**src/rtl/intr_cpu_if_pkg.sv**
```systemverilog
package intr_cpu_if_pkg;
  typedef enum logic [2:0] {
    REG_CTRL   = 3'd0,
    REG_PMASK  = 3'd1,
    REG_CLAIM  = 3'd2,
    REG_DONE   = 3'd3,
    REG_RUNPRI = 3'd4,
    REG_HPPEND = 3'd5
  } reg_sel_e;
endpackage

```
**src/rtl/cpuif_cfg_regs.sv**
```systemverilog
module cpuif_cfg_regs #(
  parameter int PRIO_W = 8
) (
  input  logic              clk_i,
  input  logic              rst_ni,
  input  logic              wr_ctrl_i,
  input  logic              wr_mask_i,
  input  logic              en_d_i,
  input  logic [PRIO_W-1:0] mask_d_i,
  output logic              en_o,
  output logic [PRIO_W-1:0] mask_o
);
  always_ff @(posedge clk_i or negedge rst_ni) begin
    if (!rst_ni) begin
      en_o   <= 1'b0;
      mask_o <= '0;
    end else begin
      if (wr_ctrl_i) en_o   <= en_d_i;
      if (wr_mask_i) mask_o <= mask_d_i;
    end
  end
endmodule

```
**src/rtl/cpuif_qualify.sv**
```systemverilog
module cpuif_qualify #(
  parameter int ID_W   = 10,
  parameter int PRIO_W = 8
) (
  input  logic              cand_valid_i,
  input  logic [ID_W-1:0]   cand_id_i,
  input  logic [PRIO_W-1:0] cand_prio_i,
  input  logic [PRIO_W-1:0] mask_i,
  input  logic [PRIO_W-1:0] running_i,
  output logic              real_o,
  output logic              pass_o
);
  localparam logic [ID_W-1:0] SPUR_LO = ID_W'((1 << ID_W) - 2);

  assign real_o = cand_valid_i && (cand_id_i < SPUR_LO);
  assign pass_o = real_o && (cand_prio_i < mask_i) && (cand_prio_i < running_i);
endmodule

```
**src/rtl/cpuif_active.sv**
```systemverilog
module cpuif_active #(
  parameter int ID_W   = 10,
  parameter int SRC_W  = 3,
  parameter int PRIO_W = 8
) (
  input  logic              clk_i,
  input  logic              rst_ni,
  input  logic              claim_i,
  input  logic [ID_W-1:0]   cand_id_i,
  input  logic [SRC_W-1:0]  cand_src_i,
  input  logic [PRIO_W-1:0] cand_prio_i,
  input  logic              done_wr_i,
  input  logic [ID_W-1:0]   done_id_i,
  input  logic [SRC_W-1:0]  done_src_i,
  output logic [PRIO_W-1:0] running_o,
  output logic              ack_o,
  output logic [ID_W-1:0]   ack_id_o,
  output logic              eoi_o,
  output logic [ID_W-1:0]   eoi_id_o
);
  localparam logic [PRIO_W-1:0] IDLE = '1;

  logic             act_q;
  logic [ID_W-1:0]  act_id_q;
  logic [SRC_W-1:0] act_src_q;
  logic             retire;

  assign retire = done_wr_i && act_q && !claim_i &&
                  (done_id_i == act_id_q) && (done_src_i == act_src_q);

  always_ff @(posedge clk_i or negedge rst_ni) begin
    if (!rst_ni) begin
      act_q     <= 1'b0;
      act_id_q  <= '0;
      act_src_q <= '0;
      running_o <= IDLE;
      ack_o     <= 1'b0;
      ack_id_o  <= '0;
      eoi_o     <= 1'b0;
      eoi_id_o  <= '0;
    end else begin
      ack_o <= claim_i;
      eoi_o <= retire;
      if (claim_i) begin
        // single slot: a preempting claim replaces the record
        act_q     <= 1'b1;
        act_id_q  <= cand_id_i;
        act_src_q <= cand_src_i;
        running_o <= cand_prio_i;
        ack_id_o  <= cand_id_i;
      end else if (retire) begin
        act_q     <= 1'b0;
        running_o <= IDLE;
        eoi_id_o  <= act_id_q;
      end
    end
  end
endmodule

```
**src/rtl/intr_cpu_if.sv**
```systemverilog
module intr_cpu_if
  import intr_cpu_if_pkg::*;
#(
  parameter int ID_W    = 10,
  parameter int SRC_W   = 3,
  parameter int PRIO_W  = 8,
  parameter int SGI_NUM = 16,
  parameter int DATA_W  = 32
) (
  input  logic              clk_i,
  input  logic              rst_ni,
  input  logic              cand_valid_i,
  input  logic [ID_W-1:0]   cand_id_i,
  input  logic [SRC_W-1:0]  cand_src_i,
  input  logic [PRIO_W-1:0] cand_prio_i,
  input  logic              reg_req_i,
  input  logic              reg_we_i,
  input  logic [2:0]        reg_addr_i,
  input  logic [DATA_W-1:0] reg_wdata_i,
  output logic [DATA_W-1:0] reg_rdata_o,
  output logic              irq_o,
  output logic              ack_o,
  output logic [ID_W-1:0]   ack_id_o,
  output logic              eoi_o,
  output logic [ID_W-1:0]   eoi_id_o
);
  localparam int          WORD_W   = ID_W + SRC_W;
  localparam logic [ID_W-1:0] SPUR_ID = '1;

  logic              en_q, cand_real, cand_pass, claim, wr_ctrl, wr_mask, done_wr;
  logic [PRIO_W-1:0] mask_q, running;
  logic [SRC_W-1:0]  cand_src_f;
  logic [WORD_W-1:0] cand_word, spur_word;
  logic              unused_wdata;

  assign unused_wdata = ^reg_wdata_i[DATA_W-1:WORD_W];
  assign cand_src_f   = (32'(cand_id_i) < SGI_NUM) ? cand_src_i : '0;
  assign cand_word    = {cand_src_f, cand_id_i};
  assign spur_word    = {{SRC_W{1'b0}}, SPUR_ID};

  assign wr_ctrl = reg_req_i && reg_we_i && (reg_addr_i == REG_CTRL);
  assign wr_mask = reg_req_i && reg_we_i && (reg_addr_i == REG_PMASK);
  assign done_wr = reg_req_i && reg_we_i && (reg_addr_i == REG_DONE);
  assign claim   = reg_req_i && !reg_we_i && (reg_addr_i == REG_CLAIM) && cand_pass;

  cpuif_cfg_regs #(.PRIO_W(PRIO_W)) u_cfg (
    .clk_i, .rst_ni,
    .wr_ctrl_i (wr_ctrl),
    .wr_mask_i (wr_mask),
    .en_d_i    (reg_wdata_i[0]),
    .mask_d_i  (reg_wdata_i[PRIO_W-1:0]),
    .en_o      (en_q),
    .mask_o    (mask_q)
  );

  cpuif_qualify #(.ID_W(ID_W), .PRIO_W(PRIO_W)) u_qual (
    .cand_valid_i, .cand_id_i, .cand_prio_i,
    .mask_i    (mask_q),
    .running_i (running),
    .real_o    (cand_real),
    .pass_o    (cand_pass)
  );

  cpuif_active #(.ID_W(ID_W), .SRC_W(SRC_W), .PRIO_W(PRIO_W)) u_act (
    .clk_i, .rst_ni,
    .claim_i     (claim),
    .cand_id_i, 
    .cand_src_i  (cand_src_f),
    .cand_prio_i,
    .done_wr_i   (done_wr),
    .done_id_i   (reg_wdata_i[ID_W-1:0]),
    .done_src_i  (reg_wdata_i[WORD_W-1:ID_W]),
    .running_o   (running),
    .ack_o, .ack_id_o, .eoi_o, .eoi_id_o
  );

  always_ff @(posedge clk_i or negedge rst_ni) begin
    if (!rst_ni) irq_o <= 1'b0;
    else         irq_o <= en_q && cand_pass;
  end

  always_comb begin
    reg_rdata_o = '0;
    case (reg_addr_i)
      REG_CTRL:   reg_rdata_o = DATA_W'(en_q);
      REG_PMASK:  reg_rdata_o = DATA_W'(mask_q);
      REG_CLAIM:  reg_rdata_o = DATA_W'(cand_pass ? cand_word : spur_word);
      REG_RUNPRI: reg_rdata_o = DATA_W'(running);
      REG_HPPEND: reg_rdata_o = DATA_W'(cand_real ? cand_word : spur_word);
      default:    reg_rdata_o = '0;
    endcase
  end
endmodule

```
**config.mk**
```make
export PLATFORM = sky130hd
export DESIGN_NAME = intr_cpu_if
export DESIGN_NICKNAME = d
export VERILOG_FILES = /design/src/rtl/intr_cpu_if_pkg.sv /design/src/rtl/cpuif_cfg_regs.sv /design/src/rtl/cpuif_qualify.sv /design/src/rtl/cpuif_active.sv /design/src/rtl/intr_cpu_if.sv
export SDC_FILE = /design/constraint.sdc
export NUM_CORES = 1
export LEC_CHECK = 0
export ABC_AREA = 1
export BUFFER_PORTS_ARGS = -buffer_cell sky130_fd_sc_hd__buf_2
export CAP_MARGIN = 10
export CORE_ASPECT_RATIO = 1.2
export CORE_MARGIN = 2
export CORE_UTILIZATION = 39
export DETAILED_ROUTE_END_ITERATION = 10
export HOLD_SLACK_MARGIN = 0.02
export PLACE_DENSITY = 0.62
export SKIP_CTS_REPAIR_TIMING = 1
export SYNTH_ARGS = -nofsm -noshare
export SYNTH_HDL_FRONTEND = slang
export SYNTH_HIERARCHICAL = 1
export SYNTH_SLANG_ARGS = --single-unit
```
**constraint.sdc**
```tcl
create_clock -name clk_i -period 3.2 [get_ports clk_i]
set_input_delay 0.16 -clock clk_i [delete_from_list [all_inputs] [get_ports clk_i]]
set_output_delay 0.16 -clock clk_i [all_outputs]
set_load 0.02 [all_outputs]
```
==> metrics, run 1 <==
worst setup path start=u_act/running_o[7]; DRT Pass-1 Iters=4; Pleak=2.08 nW; Tcrit/Tclk final=0.863; Layout Area Growth over Synthesis=15.3%; final wirelength=7.82 mm; VDD IR max=around 0.22 mV; outcome=finished clean; Initial Utilization=0.399; Syn Inst Count=455; CTS root buf=clkbuf_8; Synth Area per Inst=7.10 sq um; antenna cell count=0; CTS Buf Count=5; initial antenna violation count=0; crit path max fanout=9; Placer Congestion=0.822; DRC=0; max cap viols=0; Final setup viols=0; FMAX=around 360 MHz; minimum clock period=2.76 ns; antenna-violating nets left=0; filler-free cell count of the finished design=~630; RSZ-0062 raised after global routing=false; die height=around 100 microns; Finished Cell Area=3730 sq um; via count=about 2900; vias in the first global route=2706; final net count=606; Worst-path clk slew=around 0.10 ns; first-pass GRT wire length=~13 mm; core region area=about 8100 sq um; CP Data Required Time=~3.5 ns; port bufs=between 70 and 80; r2r setup slk=0.44 ns; std cell rows=36; crit end category=flop; relative slew slack=0.324; largest net degree at the start of global routing=45; worst clock skew=0.00854 ns; worst r2r dst=u_act/running_o[2]; Worst-Skew Late Latency=0.30 ns; fillcell total=871; IO Count=116; Pwr Total=1.59 mW; cells on worst reg2reg path=20; 1st-iter DRT viols=186; Reg-to-Reg Start=u_act/running_o[7]; Post-DP HPWL=6.23 mm; Setup Crit Path Kind=flop to flop; Hold WC Path Type=primary input to async pin; Longest Clk Path Bufs=2; Final Slew Violations=0; CTS tree=yes; Distinct cells, synth=32; Clock H-tree levels=2; clock sinks=between 40 and 50; synth warn=6; area of the die=9030 sq um; Worst Hold Slack=0.0306 ns; Slew @ Worst Pin=1.01 ns; Seq/Total Area, Yosys=0.344; setup TNS=0 ns; via-per-instance ratio=4.59; placement-stage cell area=3610 sq um; Post-Syn Area=between 3000 and 4000 sq um; GRT Total Usage=0.176; PD cells=426 nW/um^2; WP data arrival=3.01 ns; Synth Register Bits=44; share of post-route cells with drive strength above 1=0.299; Final Hold Vio Count=0; Startpoint Class=flop; post-placement cell count=between 600 and 700; die width=approximately 87 microns; global route overflow=0; Routed WL per cell=about 12 microns
cells in the final DEF, fill, tap and decap left out:
cell,count
nand2_2,13
dfstp_2,8
conb_1,19
o21ai_1,5
o21ai_2,11
clkbuf_8,5
buf_4,4
clkinv_1,1
nor2_8,1
nand3_2,11
clkinvlp_4,1
and2_1,3
nor3_1,1
o21ai_0,13
ha_1,14
nor2_4,1
inv_4,1
nor2_1,49
inv_1,61
o211ai_1,6
nand2_1,138
nand4_1,1
or2_2,8
xnor2_1,2
buf_12,1
bufinv_16,1
a21oi_1,3
inv_6,1
nand3_1,21
nand3_4,1
nor3b_2,1
inv_2,10
buf_2,77
nor2_2,3
dfrtp_1,36
critical path, cell delays in order, from the launching register on:
cell	delay (ns)
dfstp_2	0.56
inv_1	0.05
ha_1	0.28
nand2_1	0.10
clkinv_1	0.06
nand2_1	0.06
nand3_1	0.09
nor2_1	0.09
nand2_1	0.07
nor2_2	0.13
nand3_2	0.12
nor3b_2	0.28
inv_4	0.05
nand3_2	0.05
nor2_1	0.04
nand2_1	0.08
nor2_2	0.05
nand2_2	0.13
buf_4	0.23
nand3_2	0.09
nand2_1	0.08
power by group:
group          switching, mW  total [mW]  internal [mW]
Combinational          0.284       0.438          0.154
Sequential            0.0575       0.694          0.636
Clock                  0.219       0.454          0.236
kinds of logic (layout without fill, tap and decap cells):
kind of cell             count (synthesis)  count (layout)  share of synthesized area
AO/OA/AOI/OAI                           38              38                     0.0763
XOR/XNOR                                 2               2                    0.00542
adder cells (fa/ha/maj)                 14              14                     0.0542
flip-flops                              44              44                      0.344
other                                    1              19                    0.00116
AND/OR/NAND/NOR                        252             252                      0.359
buffers and inverters                  104             163                      0.161
worst max path at each step:
stage	slack [ns]	cells after the start	end
floorplan	0.70	21	u_act/running_o[0]
global placement	0.53	20	u_act/running_o[6]
detailed placement	0.48	20	u_act/running_o[2]
CTS	0.43	20	u_act/running_o[2]
global route	0.22	20	u_act/running_o[2]
finish	0.44	20	u_act/running_o[2]
state kept, by name (all words and copies together), names as in the netlist:
name,flops
u_act/eoi_id_o,10
u_cfg/en_o,1
u_act/act_q,1
u_cfg/mask_o,8
u_act/act_src_q,3
irq_o,1
u_act/running_o,8
u_act/act_id_q,10
u_act/ack_o,1
u_act/eoi_o,1
synthesized netlist by cell type (all sizes together):
cell / n / area share
o211ai: 6 / 0.014
buf: 29 / 0.073
ha: 14 / 0.054
nor3b: 1 / 0.0039
inv: 72 / 0.084
nand3: 33 / 0.072
dfrtp: 36 / 0.28
clkinv: 1 / 0.0012
o21ai: 29 / 0.058
nor3: 1 / 0.0015
and2: 3 / 0.0058
nand2: 151 / 0.19
clkbuf: 2 / 0.0023
nor2: 54 / 0.072
xnor2: 2 / 0.0054
nand4: 1 / 0.0019
conb: 1 / 0.0012
a21oi: 3 / 0.0046
or2: 8 / 0.015
dfstp: 8 / 0.065
final cells by class:
cell class	instances	area, sq um	area share
tap	95	119	0.0319
sequential	44	1110	0.298
inverter	73	277	0.0742
clock inverter	3	46.3	0.0124
multi-input combinational	325	1670	0.448
clock buffer	5	68.8	0.0185
timing repair buffer	82	435	0.117
per-stage QoR:
step | utilization | setup slack [ns]
global route | 0.460 | 0.223
floorplan | - | 0.695
finish | 0.460 | 0.439
global placement | 0.445 | 0.532
detailed placement | 0.445 | 0.480
CTS | 0.460 | 0.431
metal layers:
metal  GRT usage  wire, microns
met3      0.0311            420
met2       0.311           3950
met1       0.213           3310
met4      0.0538            140
met5           0              0
(Power assumes the default switching activity.)
==> run 2, diff against run 1 <==
BUFFER_PORTS_ARGS = default   (was -buffer_cell sky130_fd_sc_hd__buf_2)
CORE_UTILIZATION = 55   (was 39)
DONT_BUFFER_PORTS = 1   (was default)
PLACE_DENSITY = 0.67   (was 0.62)
==> metrics, run 2 (synthesis gave the netlist of run 1 again) <==
Layout Area Growth over Synthesis=8.59%; Longest Clk Path Bufs=2; max cap viols=0; Routed WL per cell=13.7 microns; crit path max fanout=20; first-pass GRT wire length=11.4 mm; post-placement cell count=527; antenna-violating nets left=0; initial antenna violation count=0; DRT Pass-1 Iters=5; FMAX=361 MHz; met3 WL=694 microns; RSZ-0062 raised after global routing=false; Pleak=between 1.5 and 2 nW; filler-free cell count of the finished design=552; IO Count=roughly 120; Final Slew Violations=0; CTS root buf=clkbuf_8; global route overflow=0; Initial Utilization=0.570; setup TNS=0 ns; die width=74.0 microns; crit end category=flop; share of post-route cells with drive strength above 1=0.176; WP data arrival=~3.0 ns; GRT Total Usage=0.229; std cell rows=30; critical path's slowest cell=dfstp_2; Final Hold Vio Count=2; Post-Route Utilization=0.619; 1st-iter DRT viols=154; port bufs=0; Max stage delay on crit path=~0.57 ns; CTS Buf Count=5; Worst Hold Slack=-0.0211 ns; final wirelength=between 7 and 8 mm; Final setup viols=0; Startpoint Class=flop; Metal-1 WL=~3.2 mm; biggest regs=u_act/act_id_q x10, u_act/eoi_id_o x10; vias in the first global route=2398; top sig layer=met4; Clock H-tree levels=2; Placer Congestion=0.850; DR WL met2=between 3 and 4 mm; CTS tree=yes; Worst-path clk slew=about 0.10 ns; Slew @ Worst Pin=approximately 0.66 ns; area of the die=6510 sq um; via count=2698; antenna cell count=0; Tcrit/Tclk final=0.865; Setup Crit Path Kind=flop to flop; die height=88.0 microns; via-per-instance ratio=4.89; largest net degree at the start of global routing=45; outcome=finished with violations; leading cell type in the layout, fill and taps excluded=nand2_1; Worst-Skew Late Latency=0.30 ns; PD cells=436 nW/um^2; critical-path cell list=inv_1, ha_1, nand2_1, clkinv_1, nand2_1, nand3_1, nor2_1, nand2_1, nor2_2, nand3_2, nor3b_2, inv_4, nand3_2, nor2_1, nand2_1, nor2_2, nand2_2, buf_12, nand2_2, o21ai_2; clock sinks=44; crit-path most repeated cell=nand2_1; minimum clock period=roughly 2.8 ns; CP Data Required Time=3.43 ns; crit-path leading delay family=simple AND/OR/NAND/NOR gates; Post-DP HPWL=5.56 mm; WP buf/inv=4; worst clock skew=0.0113 ns; final net count=546; relative slew slack=0.558; VDD IR max=0.277 mV; most frequent cells in the layout=nand2_1 (138), inv_1 (61), nor2_1 (49); core region area=5670 sq um; failing checks=hold timing; Pwr Total=1.53 mW; fillcell total=554; Hold WC Path Type=primary input to flop; DRC=0
[run 2: cell count changes in the layout (fill, tap and decap cells not counted), sizes merged]
cell	change
buf	-76
dlygate4sd3	+16
[run 2: worst reg2reg max path, stage by stage, from the launching register on]
cell	delay [ns]
dfstp_2	0.57
inv_1	0.05
ha_1	0.28
nand2_1	0.11
clkinv_1	0.06
nand2_1	0.06
nand3_1	0.07
nor2_1	0.09
nand2_1	0.07
nor2_2	0.13
nand3_2	0.12
nor3b_2	0.28
inv_4	0.05
nand3_2	0.06
nor2_1	0.05
nand2_1	0.07
nor2_2	0.04
nand2_2	0.18
buf_12	0.22
nand2_2	0.07
o21ai_2	0.06
[run 2: report_power, final]
group / switching, mW / internal (mW)
sequential: 0.0897 / 0.636
combinational: 0.220 / 0.132
clock: 0.218 / 0.236
total: 0.528 / 1.00
[run 2: cell type report]
class | count | area [sq um] | share of cell area
clock buffer | 5 | 68.8 | 0.0196
clock inverter | 3 | 46.3 | 0.0132
inverter | 73 | 277 | 0.0788
multi-input combinational | 325 | 1670 | 0.476
sequential | 44 | 1110 | 0.317
tap | 80 | 100 | 0.0285
timing repair buffer | 22 | 238 | 0.0677
[run 2: final timing paths]
path                                    startpoint            endpoint  slack (ns)  cells past startpoint
worst max register to register  u_act/running_o[7]   u_act/eoi_id_o[9]        0.43                     20
worst max-delay path            u_act/running_o[7]   u_act/eoi_id_o[9]        0.43                     20
max in group asynchronous                   rst_ni  u_act/running_o[0]        2.56                      2
worst min register to register  u_act/running_o[3]  u_act/running_o[3]        0.49                      2
min in group asynchronous                   rst_ni     u_cfg/mask_o[7]        0.37                      2
worst min-delay path                  cand_id_i[7]   u_act/act_id_q[7]       -0.02                      2
[run 2: metrics by stage]
step | setup slack [ns] | instance area (sq um)
6_report | 0.433 | 3510
3_3_place_gp | 0.451 | 3210
5_1_grt | 0.195 | 3510
4_1_cts | 0.408 | 3320
3_5_place_dp | 0.442 | 3210
2_1_floorplan | 0.695 | 3300
[run 2: metal layers]
metal	vias to the layer above	GRT usage
met1	1217	0.312
met4	0	0.0645
met5	-	0
met3	4	0.0713
li1	1375	-
met2	102	0.351
==> run 3, diff against run 2 <==
CORE_ASPECT_RATIO = 0.8   (was 1.2)
==> metrics, run 3 (synthesis gave the netlist of run 1 again) <==
clock sinks=44; Final setup viols=0; die width=between 80 and 90 microns; crit-path leading delay family=simple AND/OR/NAND/NOR gates; Pleak=1.84 nW; Crit path depth=20; Max stage delay on crit path=0.57 ns; Reg-to-Reg Start=u_act/running_o[7]; sw frac=0.333; leading cell type in the layout, fill and taps excluded=nand2_1; Worst-path clk slew=0.09 ns; clock group share of total power=0.295; PD cells=between 400 and 500 nW/um^2; Psw=512 uW; Setup Crit Path Kind=flop to flop; filler-free cell count of the finished design=550; final wirelength=around 7.8 mm; global route overflow=0; Logic pwr share=0.234; failing checks=hold timing; DRT Pass-1 Iters=8; biggest regs=u_act/act_id_q x10, u_act/eoi_id_o x10; Worst Min Path Start=cand_id_i[2]; WP data arrival=~3.1 ns; Post-DP HPWL=a little under 6 mm; Slew @ Worst Pin=0.746 ns; worst clock skew=between 0.005 and 0.006 ns; sequential power share=0.471; most frequent cells in the layout=nand2_1 (138), inv_1 (61), nor2_1 (49); DRC=0; die height=72.6 microns; final net count=546; Longest Clk Path Bufs=2; share of post-route cells with drive strength above 1=0.176; Hold WC Path Type=primary input to flop; Startpoint Class=flop; outcome=finished with violations; core region area=between 5000 and 6000 sq um; worst r2r dst=u_act/eoi_id_o[1]; post-placement cell count=525; critical path's slowest cell=dfstp_2; register area=1110 sq um; cells on worst reg2reg path=20; vias in the first global route=around 2500; relative slew slack=0.501; r2r setup slk=0.33 ns; initial antenna violation count=0; Int Pwr=1.02 mW; largest net degree at the start of global routing=between 40 and 50; critical-path cell list=inv_1, ha_1, nand2_1, clkinv_1, nand2_1, nand3_1, nor2_1, nand2_1, nor2_2, nand3_2, nor3b_2, inv_4, nand3_2, nor2_1, nand2_1, nor2_2, nand2_2, buf_12, nand2_2, o21ai_2; Worst Hold Slack=-0.0139 ns; CP Data Required Time=3.43 ns; via count=2700; antenna-violating nets left=0; GRT Total Usage=0.237; IO Count=116; area of the die=6510 sq um; Tcrit/Tclk final=0.898; Clock H-tree levels=2; setup TNS=0 ns; CTS tree=yes; FMAX=around 350 MHz; fillcell total=between 500 and 600; Routed WL per cell=about 14 microns; placement-stage cell area=between 3000 and 4000 sq um; port bufs=0; crit end category=flop; WP buf/inv=4; area of the multi-input gates=1670 sq um; via-per-instance ratio=4.91; Final Slew Violations=0; VDD IR max=~0.22 mV; Layout Area Growth over Synthesis=8.71%; Initial Utilization=0.582; crit-path most repeated cell=nand2_1; Critical Path Sink=u_act/eoi_id_o[1]; std cell rows=24; minimum clock period=2.87 ns; crit path max fanout=20; Final Hold Vio Count=1; Placer Congestion=0.816; worst setup path start=u_act/running_o[7]; CTS Buf Count=5; max cap viols=0; Worst-Skew Late Latency=0.29 ns; RSZ-0062 raised after global routing=false; Pwr Total=1.54 mW; Finished Cell Area=approximately 3500 sq um; first-pass GRT wire length=roughly 12 mm; 1st-iter DRT viols=182; antenna cell count=0; CTS root buf=clkbuf_8
==> run 3: stage by stage <==
step / hold slack [ns] / setup slack [ns] / util
2_1_floorplan: -0.136 / 0.695 / -
3_3_place_gp: -0.134 / 0.389 / 0.577
3_5_place_dp: -0.133 / 0.321 / 0.577
4_1_cts: -0.460 / 0.298 / 0.599
5_1_grt: 0.0260 / 0.0520 / 0.632
6_report: -0.0139 / 0.326 / 0.632
==> run 3: final cells by class <==
type | count | area share
clock buffers | 6 | 0.0235
multi-input cells | 325 | 0.475
repair buffers | 22 | 0.0677
flip-flops and latches | 44 | 0.316
inverters | 73 | 0.0787
well taps | 78 | 0.0278
clock inverters | 2 | 0.0110
==> run 3: power by group through the flow <==
stage / clock (mW) / combinational, mW / sequential, mW
after global placement: 0 / 0.308 / 0.733
after global routing: 0.488 / 0.416 / 0.734
after floorplan: 0 / 0.296 / 0.716
after detailed placement: 0 / 0.324 / 0.735
final: 0.452 / 0.359 / 0.724
after CTS: 0.462 / 0.326 / 0.725
==> run 3: how the worst min path moves through the flow <==
stage | slack, ns | cells after the start | to
global placement | -0.13 | 0 | u_act/eoi_o
finish | -0.01 | 2 | u_act/act_id_q[2]
floorplan | -0.14 | 0 | irq_o
detailed placement | -0.13 | 0 | u_cfg/mask_o[7]
global route | 0.03 | 2 | u_act/act_id_q[0]
CTS | -0.46 | 0 | u_act/eoi_id_o[6]
==> run 3: routing by layer <==
layer,wire length [microns],vias up,part of all wire,global-route usage
met1,3560,1224,0.46,0.327
met2,3570,96,0.46,0.386
met4,20,0,0.0026,0.0410
met3,614,2,0.079,0.0623
met5,0,-,0,0
li1,-,1378,-,-
